===== src/rtl/pt_walker_pkg.sv =====
package pt_walker_pkg;

    typedef enum logic [2:0] {
        ST_IDLE,
        ST_PTE_RD,
        ST_PTE_WAIT,
        ST_DATA_RD,
        ST_DATA_WAIT,
        ST_DONE
    } walk_state_t;

    typedef struct packed {
        logic fetch;
        logic fault;
    } walk_flags_t;

    function automatic logic is_read_state(walk_state_t s);
        return (s == ST_PTE_RD) || (s == ST_DATA_RD);
    endfunction

endpackage


===== src/rtl/ptw_base_reg.sv =====
module ptw_base_reg #(
    parameter int AW = 32
) (
    input  logic          clk,
    input  logic          rst,
    input  logic          we,
    input  logic [AW-1:0] wdata,
    output logic [AW-1:0] q
);
    always_ff @(posedge clk) begin
        if (rst)     q <= '0;
        else if (we) q <= wdata;
    end
endmodule


===== src/rtl/ptw_addr.sv =====
module ptw_addr #(
    parameter int VPN_W   = 20,
    parameter int OFF_W   = 12,
    parameter int FRAME_W = 20,
    parameter int MEM_AW  = 32
) (
    input  logic [VPN_W-1:0]   vpn,
    input  logic [MEM_AW-1:0]  base,
    input  logic [FRAME_W-1:0] frame,
    input  logic [OFF_W-1:0]   off,
    output logic [MEM_AW-1:0]  entry_addr,
    output logic [MEM_AW-1:0]  pa_addr
);
    localparam int PA_W = FRAME_W + OFF_W;

    logic [MEM_AW-1:0] vpn_ext;
    logic [PA_W-1:0]   pa_full;

    assign vpn_ext    = MEM_AW'(vpn);
    assign entry_addr = base + vpn_ext;
    assign pa_full    = {frame, off};

    generate
        if (PA_W < MEM_AW) begin : g_pad
            assign pa_addr = {{(MEM_AW-PA_W){1'b0}}, pa_full};
        end else begin : g_fit
            assign pa_addr = pa_full[MEM_AW-1:0];
        end
    endgenerate
endmodule


===== src/rtl/ptw_ctrl.sv =====
module ptw_ctrl
    import pt_walker_pkg::*;
#(
    parameter int OFF_W  = 12,
    parameter int MEM_AW = 32,
    parameter int DATA_W = 32
) (
    input  logic              clk,
    input  logic              rst,
    input  logic              req_valid,
    input  logic              req_fetch,
    input  logic [OFF_W-1:0]  req_off,
    output logic              req_ready,
    input  logic [MEM_AW-1:0] entry_addr,
    input  logic              pte_ok,
    input  logic [MEM_AW-1:0] pa_addr,
    output logic [OFF_W-1:0]  off_q,
    output logic              mem_rd_en,
    output logic [MEM_AW-1:0] mem_addr,
    input  logic [DATA_W-1:0] mem_rdata,
    output logic              done,
    output logic              fault,
    output logic [MEM_AW-1:0] pa,
    output logic [DATA_W-1:0] data
);
    walk_state_t       state;
    walk_flags_t       flags;
    logic [MEM_AW-1:0] addr_q;
    logic [MEM_AW-1:0] pa_q;
    logic [DATA_W-1:0] data_q;
    logic              accept;

    assign req_ready = (state == ST_IDLE);
    assign accept    = req_valid && req_ready;
    assign mem_rd_en = is_read_state(state);
    assign mem_addr  = addr_q;
    assign done      = (state == ST_DONE);
    assign fault     = done && flags.fault;
    assign pa        = pa_q;
    assign data      = data_q;

    always_ff @(posedge clk) begin
        if (rst) begin
            state  <= ST_IDLE;
            flags  <= '0;
            addr_q <= '0;
            pa_q   <= '0;
            data_q <= '0;
            off_q  <= '0;
        end else begin
            case (state)
                ST_IDLE: if (accept) begin
                    addr_q      <= entry_addr;
                    off_q       <= req_off;
                    flags.fetch <= req_fetch;
                    flags.fault <= 1'b0;
                    data_q      <= '0;
                    state       <= ST_PTE_RD;
                end
                ST_PTE_RD:   state <= ST_PTE_WAIT;
                ST_PTE_WAIT: begin
                    if (!pte_ok) begin
                        flags.fault <= 1'b1;
                        state       <= ST_DONE;
                    end else begin
                        pa_q <= pa_addr;
                        if (flags.fetch) begin
                            addr_q <= pa_addr;
                            state  <= ST_DATA_RD;
                        end else begin
                            state <= ST_DONE;
                        end
                    end
                end
                ST_DATA_RD:   state <= ST_DATA_WAIT;
                ST_DATA_WAIT: begin
                    data_q <= mem_rdata;
                    state  <= ST_DONE;
                end
                ST_DONE:  state <= ST_IDLE;
                default:  state <= ST_IDLE;
            endcase
        end
    end
endmodule


===== src/rtl/pt_walker.sv =====
module pt_walker #(
    parameter int VA_W      = 32,
    parameter int OFF_W     = 12,
    parameter int FRAME_W   = 20,
    parameter int MEM_AW    = 32,
    parameter int DATA_W    = 32,
    parameter int VALID_BIT = 31
) (
    input  logic              clk,
    input  logic              rst,
    input  logic              ptbr_we,
    input  logic [MEM_AW-1:0] ptbr_wdata,
    input  logic              req_valid,
    output logic              req_ready,
    input  logic [VA_W-1:0]   req_va,
    input  logic              req_fetch,
    output logic              mem_rd_en,
    output logic [MEM_AW-1:0] mem_addr,
    input  logic [DATA_W-1:0] mem_rdata,
    output logic              done,
    output logic              fault,
    output logic [MEM_AW-1:0] pa,
    output logic [DATA_W-1:0] data
);
    localparam int VPN_W = VA_W - OFF_W;

    logic [MEM_AW-1:0] base_q;
    logic [MEM_AW-1:0] entry_addr;
    logic [MEM_AW-1:0] pa_addr;
    logic [OFF_W-1:0]  off_q;

    ptw_base_reg #(.AW(MEM_AW)) u_base (
        .clk   (clk),
        .rst   (rst),
        .we    (ptbr_we),
        .wdata (ptbr_wdata),
        .q     (base_q)
    );

    ptw_addr #(
        .VPN_W(VPN_W), .OFF_W(OFF_W), .FRAME_W(FRAME_W), .MEM_AW(MEM_AW)
    ) u_addr (
        .vpn        (req_va[VA_W-1:OFF_W]),
        .base       (base_q),
        .frame      (mem_rdata[FRAME_W-1:0]),
        .off        (off_q),
        .entry_addr (entry_addr),
        .pa_addr    (pa_addr)
    );

    ptw_ctrl #(
        .OFF_W(OFF_W), .MEM_AW(MEM_AW), .DATA_W(DATA_W)
    ) u_ctrl (
        .clk        (clk),
        .rst        (rst),
        .req_valid  (req_valid),
        .req_fetch  (req_fetch),
        .req_off    (req_va[OFF_W-1:0]),
        .req_ready  (req_ready),
        .entry_addr (entry_addr),
        .pte_ok     (mem_rdata[VALID_BIT]),
        .pa_addr    (pa_addr),
        .off_q      (off_q),
        .mem_rd_en  (mem_rd_en),
        .mem_addr   (mem_addr),
        .mem_rdata  (mem_rdata),
        .done       (done),
        .fault      (fault),
        .pa         (pa),
        .data       (data)
    );
endmodule


===== config.mk =====
export PLATFORM = sky130hd
export DESIGN_NAME = pt_walker
export DESIGN_NICKNAME = d
export VERILOG_FILES = /design/src/rtl/pt_walker_pkg.sv /design/src/rtl/ptw_base_reg.sv /design/src/rtl/ptw_addr.sv /design/src/rtl/ptw_ctrl.sv /design/src/rtl/pt_walker.sv
export SDC_FILE = /design/constraint.sdc
export NUM_CORES = 1
export LEC_CHECK = 0
export CAP_MARGIN = 20
export CELL_PAD_IN_SITES_DETAIL_PLACEMENT = 0
export CELL_PAD_IN_SITES_GLOBAL_PLACEMENT = 1
export CORE_MARGIN = 2
export CORE_UTILIZATION = 31
export DETAILED_ROUTE_END_ITERATION = 6
export PLACE_DENSITY_LB_ADDON = 0.3
export SLEW_MARGIN = 20
export SYNTH_ARGS = -nofsm -noshare
export SYNTH_HDL_FRONTEND = slang
export SYNTH_SLANG_ARGS = --single-unit

===== constraint.sdc =====
create_clock -name clk -period 3 [get_ports clk]
set_input_delay 0.75 -clock clk [delete_from_list [all_inputs] [get_ports clk]]
set_output_delay 0.75 -clock clk [all_outputs]
set_load 0.01 [all_outputs]

Word level (Yosys, flattened, before mapping):

Index checks and enable logic that the tools add are counted.

* output and inout bits: 100
* bits in latches: 0
* bits of input ports: 101
* RAM bits: 0
* memories: 0
* bits in registers: 145
* memory bits (read-only): 0
* logic and storage cells: 42

* reduce and logical (&&, ||, !) cells: 11
* multiply operators: 0
* equal/unequal tests: 9
* add/subtract/negate cells: 1
* bitwise operators: 0
* order comparisons: 0
* div/mod/pow operators: 0
* shifts and indexed selects: 0
* mux-type cells: 13

Operators with widths (count)
* two-way mux 32 bit: 4
* case mux 32 bit (2 select lines): 2
* adder 32 x 20 -> 32 bit: 1
* case mux 3 bit (5 select lines): 1
* two-way mux 3 bit: 3
* equality test 3 x 2 -> 1 bit, second input constant: 2
* equality test 3 bit, second input constant: 2
* inequality test 2 bit, second input constant: 3
* AND reduction 2 bit: 3
* AND reduction 4 bit: 1
* nonzero test 2 bit: 2
* equality test 3 x 1 -> 1 bit, second input constant: 1
* zero test 3 bit: 1
* AND reduction 3 bit: 1
* logical AND 1 bit: 2
* two-way mux 1 bit: 2
* inequality test 2 x 1 -> 1 bit, second input constant: 1
* case mux 1 bit (2 select lines): 1
* logical OR 1 bit: 1

Longest topological paths before layout:

* word-level depth: 4
* mapped depth: 9
* gate-level depth less buffers: 9

Hierarchy:

From an unflattened synthesis, not the netlist that was laid out.

* cells, all modules: 860
* area, all modules: 7314.5 um^2

By module, submodules not included
* ptw_ctrl: times used 1, area an instance 4606.9 um^2, sequential area each 2262.2 um^2, cells each 552
* ptw_addr: times used 1, area an instance 1544.0 um^2, sequential area each 0.0 um^2, cells each 205
* ptw_base_reg: times used 1, area an instance 1163.6 um^2, sequential area each 640.6 um^2, cells each 103

Worst setup path after synthesis:

OpenSTA, ideal clock, no wires.

* kind: input -> register
* from: input req_va[12]
* to: register u_ctrl.addr_q[16], in the netlist u_ctrl.mem_addr[16]
* cell stages on the path: 8
* arrival time: 2880 ps
* required time: 2912 ps
* path slack: 32 ps
* setup time: 88 ps
* cell sequence: ha_1 -> fa_1 -> a21o_1 -> a221oi_2 -> nor3_1 -> a211o_1 -> or3_1 -> a311oi_2

* longest elaborated chain between the ends: 3

Ends and longest elaborated chain
* start, declared: line pt_walker.sv:15 `input logic [VA_W-1:0] req_va,`
* adder 32 x 20 -> 32 bit: line ptw_addr.sv:20 `assign entry_addr = base + vpn_ext;`
* two-way mux 32 bit: line ptw_ctrl.sv:52 `ST_IDLE: if (accept) begin`
* case mux 32 bit (2 select lines): line ptw_ctrl.sv:51 `case (state)`
* end signal, assigned: line ptw_ctrl.sv:53 `addr_q <= entry_addr;`
* end signal, assigned: line ptw_ctrl.sv:68 `addr_q <= pa_addr;`
* end, declared: line ptw_ctrl.sv:28 `logic [MEM_AW-1:0] addr_q;`

Every way passes these cells. The select of a mux whose other input is x is not followed.
A chain may end at the register's enable or synchronous reset.

Worst setup path in the final report:

* from: input req_va[12]
* to: register u_ctrl.addr_q[24], in the netlist u_ctrl.mem_addr[24]

The elaborated chain is that of the path after synthesis.

==> Implementation_results.wiki <==
{| class="wikitable"
! Metric !! Value
|-
| Final number of hold-violating endpoints || 0
|-
| Tmin final || 2.90 ns
|-
| Number of standard-cell rows in the floorplan || 53
|-
| CTS tree || yes
|-
| Cell area power density || 531 nW/µm²
|-
| Cell count after synthesis || 835
|-
| Final weighted congestion in routability-driven placement || 0.805
|-
| Die Y-Extent || 151 µm
|-
| Max Clock Skew || 0.00863 ns
|-
| Area growth from synthesis to layout || 49.4%
|-
| Number of antenna-violating nets in the routed design || 0
|-
| Share of the synthesized area in compound gates (AO/OA/AOI/OAI) || 17.5%
|-
| Simple-gate share of the synthesized area || 23.1%
|-
| Netlist area before placement || 6670 µm²
|-
| Capturing element type of the critical path || flop
|-
| Placed wire-length estimate after detailed placement || 15700 µm
|-
| Pin count of the biggest net entering global routing || 110
|-
| Total wirelength of the detailed-routed design || 21100 µm
|-
| Ratio of cells with drive above 1 in the final layout || 11.5%
|-
| Synthesis Warnings || 0
|-
| Initial antenna violation count || 0
|-
| Proportion of synthesized chip area in sequential cells || 43.5%
|-
| Largest fanout on the critical path || 5
|-
| Primary FF master, synth || dfxtp_1
|-
| Main combinational cell family by area after synthesis || simple AND/OR/NAND/NOR gates
|-
| Number of nets in the final layout || 1190
|-
| Total design power || 5290 µW
|-
| Worst-Skew Late Latency || 0.42 ns
|-
| Final critical-path share of the clock period || 96.7%
|-
| Number of synthesized flops with an enable pin || 0
|-
| DRC marker count from the first detailed-route iteration || 287
|-
| Critical path required time || 3.36 ns
|-
| Htree depth || 4
|-
| Adder-Cell Fraction of Synth Area || 4.05%
|-
| LEAKAGE || 0.00382 µW
|-
| Clock Tree Buf Depth || 2
|-
| Final std cells w/o fill || 1356
|-
| Maximum ir drop on the vdd rail || 0.000363 V
|-
| Width of the chip || 151 µm
|-
| Global-route wire length before repair || 33200 µm
|-
| Number of CTS-inserted buffers || 17
|-
| Max-cap violations || 0
|-
| Data arrival time at the worst-slack endpoint || 3.26 ns
|-
| Status || finished, final reports clean
|-
| Per-cell via count in the routed design || 4.86
|-
| Mux contribution to synthesized area || 5.27%
|-
| DP Cell Count || 1323
|-
| Ys async rst share || 0%
|-
| Routed WL per cell || 15.6 µm
|-
| Residual overflow from global routing || 0
|-
| Number of vias in the routed layout || 6592
|-
| Worst slack at placement || -0.408 ns
|-
| Total of endpoints with negative setup slack in the final report || 0
|-
| Worst min path class || flop to flop
|-
| Crit path setup slack, layout || 0.0989 ns
|-
| Hold slack || 0.453 ns
|-
| Multi-input gate area || 3520 µm²
|-
| Library cell occupying the most area in the post-synthesis netlist || dfxtp_1
|-
| Die Outline Area || 22700 µm²
|-
| Category of the critical setup timing path || input port to flop
|-
| Area share of xor/xnor cells in the synthesized design || 2.63%
|-
| Most frequent cells after synthesis || 169 x nand2_1, 145 x dfxtp_1, 109 x a21oi_1
|-
| Slew at the pin closest to its max-slew limit || 0.542 ns
|-
| Average footprint of a synthesized cell || 7.99 µm²
|-
| Number of fill cells in the layout || 2122
|-
| Clock Tree Root || clkbuf_16
|-
| Clock transition at the registers of the reported paths || 0.07 ns
|-
| Area used by sequential logic in the layout || 2900 µm²
|-
| Core region area || 21100 µm²
|-
| Number of antenna diodes || 0
|-
| Highest clock frequency the design can meet || 0.345 GHz
|-
| Number of buffer cells added on primary ports || 200
|-
| Initial core utilization || 31.6%
|-
| Max-slew violation count || 0
|-
| Via count of the first global-routing pass || 6251
|-
| Most common cell in the synthesized netlist || nand2_1
|-
| Top-Level Pins || 201
|-
| Hold buffers post-CTS || 0
|-
| Max-slew headroom || 63.9%
|-
| Number of detailed-routing iterations run before antenna repair || 5
|-
| Total GRT Usage || 18.7%
|-
| Worst Setup Start Kind || input port
|-
| Largest cells by area after synthesis || dfxtp_1 44%, nand2_1 9.5%, a21oi_1 8.2%
|-
| Clock sinks || 145
|-
| Synthesis-stage register bit count || 145
|-
| Unique cell type count in the Yosys netlist || 58
|-
| Drt drc || 0
|-
| Top-area cell type share of the netlist area || 43.5%
|-
| Net count of the mapped netlist || 957
|}
[layer usage]
layer  share of wire [%]  vias to the layer above  wire (µm)  track usage [%]
met5                   0                        -          0                0
met3                 5.8                       19       1230             4.79
met1                  48                     3016      10100             25.2
met2                  45                      175       9540             29.7
li1                    -                     3382          -                -
met4                 1.3                        0        268             4.67
[critical path, cell delays in order]
cell and delay, ns:
clkdlybuf4s50_1 0.46, ha_2 0.19, fa_2 0.20, a21o_1 0.16
a221oi_2 0.06, buf_4 0.15, o21ai_4 0.18, a21oi_2 0.12
or3_4 0.42, or4_1 0.47, nand3_1 0.09
[layout make-up]
| class | instances | share of cell area, % |
|---|---|---|
| multi-input cells | 623 | 35.3 |
| repair buffers | 277 | 25.9 |
| well taps | 275 | 3.45 |
| clock inverters | 15 | 1.73 |
| inverters | 4 | 0.151 |
| flip-flops and latches | 145 | 29.1 |
| clock buffers | 17 | 4.27 |
[layout by cell type (no fill, tap or decap), types with 2 or more instances in the layout]
| master | instances |
|---|---|
| nor4_1 | 6 |
| o21bai_1 | 3 |
| a221oi_1 | 5 |
| a21o_1 | 7 |
| a211oi_1 | 3 |
| xnor2_1 | 10 |
| a311oi_1 | 8 |
| clkdlybuf4s50_1 | 198 |
| nor2_1 | 73 |
| nand4_1 | 6 |
| a21oi_1 | 109 |
| or3_1 | 3 |
| dfxtp_1 | 145 |
| and2_1 | 4 |
| nor3_1 | 11 |
| clkinvlp_4 | 5 |
| ha_1 | 19 |
| nand2_1 | 168 |
| xor2_1 | 10 |
| a21boi_1 | 2 |
| a31oi_1 | 8 |
| buf_4 | 77 |
| and3_1 | 13 |
| o21ai_0 | 20 |
| inv_8 | 2 |
| inv_1 | 4 |
| o21a_1 | 2 |
| nand3_1 | 54 |
| o22ai_1 | 5 |
| nor2b_1 | 6 |
| bufinv_16 | 2 |
| or4_1 | 3 |
| clkbuf_16 | 17 |
| o211ai_1 | 5 |
| mux2i_1 | 34 |
| inv_6 | 5 |
[timing repair]
item	4_1_cts	5_1_grt
endpoints found under the setup margin	0	11
setup buffers	0	1
resized for setup	0	5
endpoints found under the hold margin	0	0
[logic make-up after synthesis]
| group | after synthesis |
|---|---|
| buffers and inverters | 67 |
| xor gates and xnor gates | 20 |
| and+or+nand+nor | 354 |
| muxes | 35 |
| AOI/OAI and AO/OA | 193 |
| DFF | 145 |
| adders and majority gates | 21 |
[metrics by stage]
stage | cell area (µm²) | setup TNS, ns | util, %
after floorplan | 6670 | 0 | -
after global placement | 9350 | -5.58 | 44.3
after detailed placement | 9350 | -5.90 | 44.3
after CTS | 9950 | 0 | 47.2
after global routing | 9970 | -0.00524 | 47.3
final | 9970 | 0 | 47.3
[final timing paths]
| kind | depth (start not counted) | to | from | slack, ns |
|---|---|---|---|---|
| worst max register to register | 10 | u_ctrl.mem_addr[24]$_SDFFE_PP0P_ | u_base.q[0]$_SDFFE_PP0P_ | 0.55 |
| worst max-delay path | 11 | u_ctrl.mem_addr[24]$_SDFFE_PP0P_ | req_va[12] | 0.1 |
| worst min-delay path | 2 | u_ctrl.mem_addr[2]$_SDFFE_PP0P_ | u_ctrl.mem_addr[2]$_SDFFE_PP0P_ | 0.45 |
| worst min register to register | 2 | u_ctrl.mem_addr[2]$_SDFFE_PP0P_ | u_ctrl.mem_addr[2]$_SDFFE_PP0P_ | 0.45 |
[sequential cells by signal (all words and copies together) (netlist names)]
signal / flops
u_ctrl.flags: 2
u_ctrl.pa: 32
u_ctrl.off_q: 12
u_ctrl.data: 32
u_base.q: 32
u_ctrl.state: 3
u_ctrl.mem_addr: 32
[where the power goes]
group          total (µW)  switching, µW  internal, µW
Sequential           2100           73.4          2030
Combinational        1010            500           515
Clock                2170            919          1250
Total                5290           1490          3800
No activity file was read; power rests on OpenSTA's default activity.
